File: src/rtl/smag_mult.sv
module smag_mult #(
  parameter int W = 8
) (
  input  logic           clk,
  input  logic           rst_n,
  input  logic           start,
  input  logic [W-1:0]   mcand,
  input  logic [W-1:0]   mplier,
  output logic           busy,
  output logic           done,
  output logic [2*W-1:0] product
);
  localparam int CW = $clog2(W + 1);

  typedef enum logic [1:0] {IDLE, RUN, FIX} st_t;
  st_t st;

  logic [W-1:0]  xq, yq, hi, lo;
  logic          neg;
  logic [CW-1:0] cnt;

  wire [W-1:0]   amag = mcand[W-1]  ? (~mcand + 1'b1)  : mcand;
  wire [W-1:0]   bmag = mplier[W-1] ? (~mplier + 1'b1) : mplier;
  wire [W:0]     sum  = {1'b0, hi} + {1'b0, (yq[0] ? xq : {W{1'b0}})};
  wire [2*W-1:0] acc  = {hi, lo};

  assign busy = (st != IDLE);

  always_ff @(posedge clk or negedge rst_n) begin
    if (!rst_n) begin
      st      <= IDLE;
      xq      <= '0;
      yq      <= '0;
      hi      <= '0;
      lo      <= '0;
      neg     <= 1'b0;
      cnt     <= '0;
      done    <= 1'b0;
      product <= '0;
    end else begin
      done <= 1'b0;
      case (st)
        IDLE: if (start) begin
          xq  <= amag;
          yq  <= bmag;
          hi  <= '0;
          lo  <= '0;
          neg <= mcand[W-1] ^ mplier[W-1];
          cnt <= '0;
          st  <= RUN;
        end
        RUN: begin
          hi  <= sum[W:1];
          lo  <= {sum[0], lo[W-1:1]};
          yq  <= yq >> 1;
          cnt <= cnt + 1'b1;
          if (cnt == CW'(W - 1)) st <= FIX;
        end
        FIX: begin
          product <= neg ? (~acc + 1'b1) : acc;
          done    <= 1'b1;
          st      <= IDLE;
        end
        default: st <= IDLE;
      endcase
    end
  end
endmodule


File: config.mk
export PLATFORM = sky130hd
export DESIGN_NAME = smag_mult
export DESIGN_NICKNAME = d
export VERILOG_FILES = /design/src/rtl/smag_mult.sv
export SDC_FILE = /design/constraint.sdc
export NUM_CORES = 1
export LEC_CHECK = 0
export BUFFER_PORTS_ARGS = -buffer_cell sky130_fd_sc_hd__buf_2
export CORE_UTILIZATION = 50
export DETAILED_ROUTE_END_ITERATION = 8
export GPL_TIMING_DRIVEN = 0
export PLACE_DENSITY = 0.75
export SYNTH_ARGS = -nofsm -noshare
export SYNTH_HDL_FRONTEND = slang
export SYNTH_SLANG_ARGS = --single-unit
File: constraint.sdc
create_clock -name clk -period 5.7 [get_ports clk]
set_clock_uncertainty 0.2 [all_clocks]
set_input_delay 0.57 -clock clk [delete_from_list [all_inputs] [get_ports clk]]
set_output_delay 0.57 -clock clk [all_outputs]
set_load 0.01 [all_outputs]
After elaboration in Yosys (flattened, before gate mapping)
Index checks and enable logic that the tools add are counted.
Widths: inputs -> output; s select.

cells by class
  add/sub/neg operators = 5
  equality and inequality tests = 5
  multiplexer cells = 15
  bitwise logic cells = 4
  reductions and logical operators = 6

operators by type and width
  kind                   count
  $pmux 8 s2             3
  $mux 8                 5
  $add 16x1->16 const B  1
  $add 8x1->8 const B    2
  $mux 16                1
  $not 16->16            1
  $not 8->8              2
  $add 8x8->9            1
  $pmux 4 s2             1
  $reduce_and 2->1       3
  $add 4x1->4 const B    1
  $eq 4x3->1 const B     1
  $mux 2                 2
  $mux 4                 1
  $ne 2x2->1 const B     2
  $pmux 2 s2             1
  $reduce_bool 2->1      2
  $eq 2x1->1 const B     1
  $eq 2x2->1 const B     1
  $logic_not 2->1        1
  $mux 1                 1
  $xor 1x1->1            1

storage, ports and cells
  register bits after elaboration = 56
  input bits = 19
  word-level logic and storage cells = 44

Longest topological paths before layout
  word-level depth = 5
  depth in mapped cells = 7
  gate-level depth less buffers = 7

Worst setup path before layout
Ideal clock, no wire load.

  kind = flip-flop to flip-flop
  start point = register yq[0]
  end point = register hi[5]
  library setup time = 0.122 ns
  data arrival time = 1.947 ns
  setup slack = 3.431 ns
  cell stages (with the launch flop) = 8
  path buffers = 0
  cell sequence = dfrtp_1 and2_1 ha_1 fa_1 a21oi_1 o211ai_1 a211o_1 a32o_1

between the ends
  longest elaborated chain between the ends = 3

ends and longest elaborated chain
  what                    line  RTL
  start, declared         18    logic [W-1:0] xq, yq, hi, lo;
  start signal, assigned  45    yq <= bmag;
  start signal, assigned  55    yq <= yq >> 1;
  $mux 8                  24    wire [W:0] sum = {1'b0, hi} + {1'b0, (yq[0] ? xq : {W{1'b0}})};
  $add 8x8->9             24
  $pmux 8 s2              42    case (st)
  end signal, assigned    53    hi <= sum[W:1];
  end, declared           18

No other way between the ends.
A chain may end at the register's enable or synchronous reset.

Final worst setup path
Same ends and word-level chain as after synthesis.

==> flow_summary.yaml <==
setup_path:
  cp_max_fo: 9
  crit_chain: "and2_1, ha_1, fa_1, a21oi_1, o21ai_0, o31ai_1, a32o_1"
  worstPathRequired_ns: 5.75
  cp_num_buf_inv: 0
  crit_start: "yq[0]"
  max_stage_delay_ns: 0.45
  cp.arrival_ns: 2.58
  path_delay_family: "compound AO/OA/AOI/OAI gates"
  reg2reg_from: "yq[0]"
  path_class: "flip-flop to flip-flop"
  start_kind: "flip-flop"
  slowest_stage: "dfrtp_1"
  critPathCaptureType: "flip-flop"
drt:
  postRouteAntennaNets: 0
  via_count: 2449
  drt-vias-per-instance: 5.50
  wl_per_cell_um: 14.3
  firstDrtPassIters: 4
  finalWirelength_mm: 6.37
  drt_iter0_markers: 146
  drcViolationCount: 0
placement:
  placed_cells: 437
  place_congestion: 0.824
  io_buffers: 34
  hpwl_mm: 4.78
pwr:
  power_density_nw_per_um2: 516
  leakage_nw: 1.65
  max-vdd-ir-drop_v: 0.000227
synth:
  yosys_warnings: 0
  synth_top_family_by_area: "compound AO/OA/AOI/OAI gates"
  syn-num-nets: 360
  synth_ff_type: "dfrtp_1"
  synth.ff_latch_count: 56
  synth_fa_ha_area_share_pct: 5.48
  synth-compound-area-share_pct: 18.9
  netlist_instances: 328
  muxShareOfSynthArea_pct: 0.966
  synth-simple-area-share_pct: 18.2
  synth_cell_types: 43
  synth-xor-area-share_pct: 7.89
  synth_area_um2: 3110
  synth_enable_flop_cells: 0
  synth.yosys.seq_area_share_pct: 45.1
  syn_area_per_cell_um2: 9.48
  synthArstFlopShare_pct: 100
final_layout:
  syn_to_final_growth_pct: 12.1
  final-seq-area_um2: 1400
  layout.cells.most_common_list: "dfrtp_1, nand2_1, o21ai_0"
  final.fill_count: 547
  antenna-diode-count: 0
  multiInputGateArea_um2: 1600
  layoutNonFillerInstCount: 445
  drive_gt1_share_pct: 15.1
  final_common_cell: "dfrtp_1"
  final_nets: 401
floorplanning:
  die_h_um: 80.8
  start_util_pct: 52.2
  std_cell_rows: 28
  io_pins: 37
  die_w_um: 80.8
  die_area_um2: 6540
  coreArea_um2: 5960
run_status:
  outcome: "finished clean"
clocking:
  cts_buffer_depth: 2
  clkSinkCount: 56
  cts_htree_levels: 2
  cts_tree: "done"
  worstSkewPairLatency_ns: 0.31
  postCtsHoldBufs: 0
  cts_resized: 0
  path_clk_slew_ns: 0.10
  root_buffer: "clkbuf_8"
  cts_made_buffers: 5
  cts_setup_buffers: 0
timing:
  relSlewSlack_pct: 19.2
  fin_crit_sh_pct: 44.4
  hold_slack_ns: 0.280
  fmax_mhz: 395
  finalMaxSlewViolations: 0
  setup_viol: 0
  finalSetupTns_ns: 0
  period_minus_slack_ns: 2.53
  rsz0062_at_grt: "false"
  worst_pin_slew_ns: 1.21
  hold_viol_final: 0
grt:
  grt_usage_pct: 22.3
  grt_pass1_vias: 2375
  grt_start_max_net_pins: 57
  grt_overflow: 0
  antenna_found_initial: 0
  grt_pass1_wl_mm: 11.2
hold_path:
  worstHoldStart: "product[3]"
  hold_path_class: "flip-flop to flip-flop"
run:
  cap_violations: 0
[where the power goes]
group	switching (mW)	leakage (nW)	internal, mW
Clock	0.133	0.0541	0.130
Sequential	0.148	0.707	0.565
Combinational	0.472	0.889	0.348
Total	0.753	1.65	1.04
[through the flow]
step | power [mW] | instance area [um^2] | utilization, % | worst slack, ns
after floorplan | 1.30 | 3110 | - | 3.43
after global placement | 1.50 | 3370 | 56.6 | 3.24
after detailed placement | 1.55 | 3370 | 56.6 | 3.21
after CTS | 1.81 | 3480 | 58.5 | 3.19
after global routing | 1.96 | 3480 | 58.5 | 3.04
final | 1.80 | 3480 | 58.5 | 3.17
[flip-flops by register name, summed over array words and instances (netlist names)]
name and flops:
product 16, hi 8, lo 8, xq 8
yq 8, cnt 4, st 2, done 1
neg 1
[Yosys cell counts (3+ instances only)]
library cell	number	area (um^2)
dfrtp_1	56	1400
nand2_1	53	199
o21ai_0	37	185
xor2_1	20	175
nand3_1	18	90.1
clkbuf_1	17	63.8
ha_1	12	150
o31ai_1	12	90.1
and2_1	8	50.1
inv_1	8	30.0
xnor2_1	8	70.1
o21ai_1	7	35.0
a22oi_1	6	45.0
nor2_1	6	22.5
a21oi_1	5	25.0
nor2b_1	5	31.3
o41ai_2	4	65.1
or2_2	4	25.0
or3_1	4	25.0
mux2i_1	3	30.0
nand2b_1	3	18.8
nor3_1	3	15.0
o211ai_1	3	22.5
[final timing paths]
path                       depth (start not counted)  slack [ns]          to
max                                                7        3.17       hi[5]
min                                                2        0.28  product[3]
max reg2reg                                        7        3.17       hi[5]
min reg2reg                                        2        0.28  product[3]
max in group asynchronous                          1        4.26       xq[6]
min in group asynchronous                          1        0.30  product[3]
[tightest hold or removal path: cells and delay by family, from the launching register on]
kind             cells  cell delay, ns
flip-flops           1            0.35
AO/OA/AOI/OAI        1            0.06
AND/OR/NAND/NOR      1            0.05
[metal layers]
| layer | GRT usage, % | part of all wire (%) | up-vias |
|---|---|---|---|
| met1 | 27.9 | 45 | 1150 |
| met5 | 0 | 0 | - |
| li1 | - | - | 1237 |
| met2 | 38.7 | 50 | 53 |
| met4 | 6.25 | 1.1 | 0 |
| met3 | 4.38 | 3.5 | 9 |
[layout make-up]
cell class                 count  area share (%)
multi-input combinational    245            45.9
sequential                    56            40.2
timing repair buffer          34            4.89
tap                           75            2.69
buffer                        19            2.26
clock buffer                   5            1.98
clock inverter                 3            1.22
inverter                       8           0.862
[cells by family (layout without fill, tap and decap cells)]
kind of cell | Yosys count | count (layout)
DFF | 56 | 56
adders and majority gates | 13 | 13
buffers and inverters | 27 | 69
and+or+nand+nor | 115 | 115
AOI/OAI and AO/OA | 86 | 86
xor gates and xnor gates | 28 | 28
muxes | 3 | 3
No activity file was read; power rests on OpenSTA's default activity.
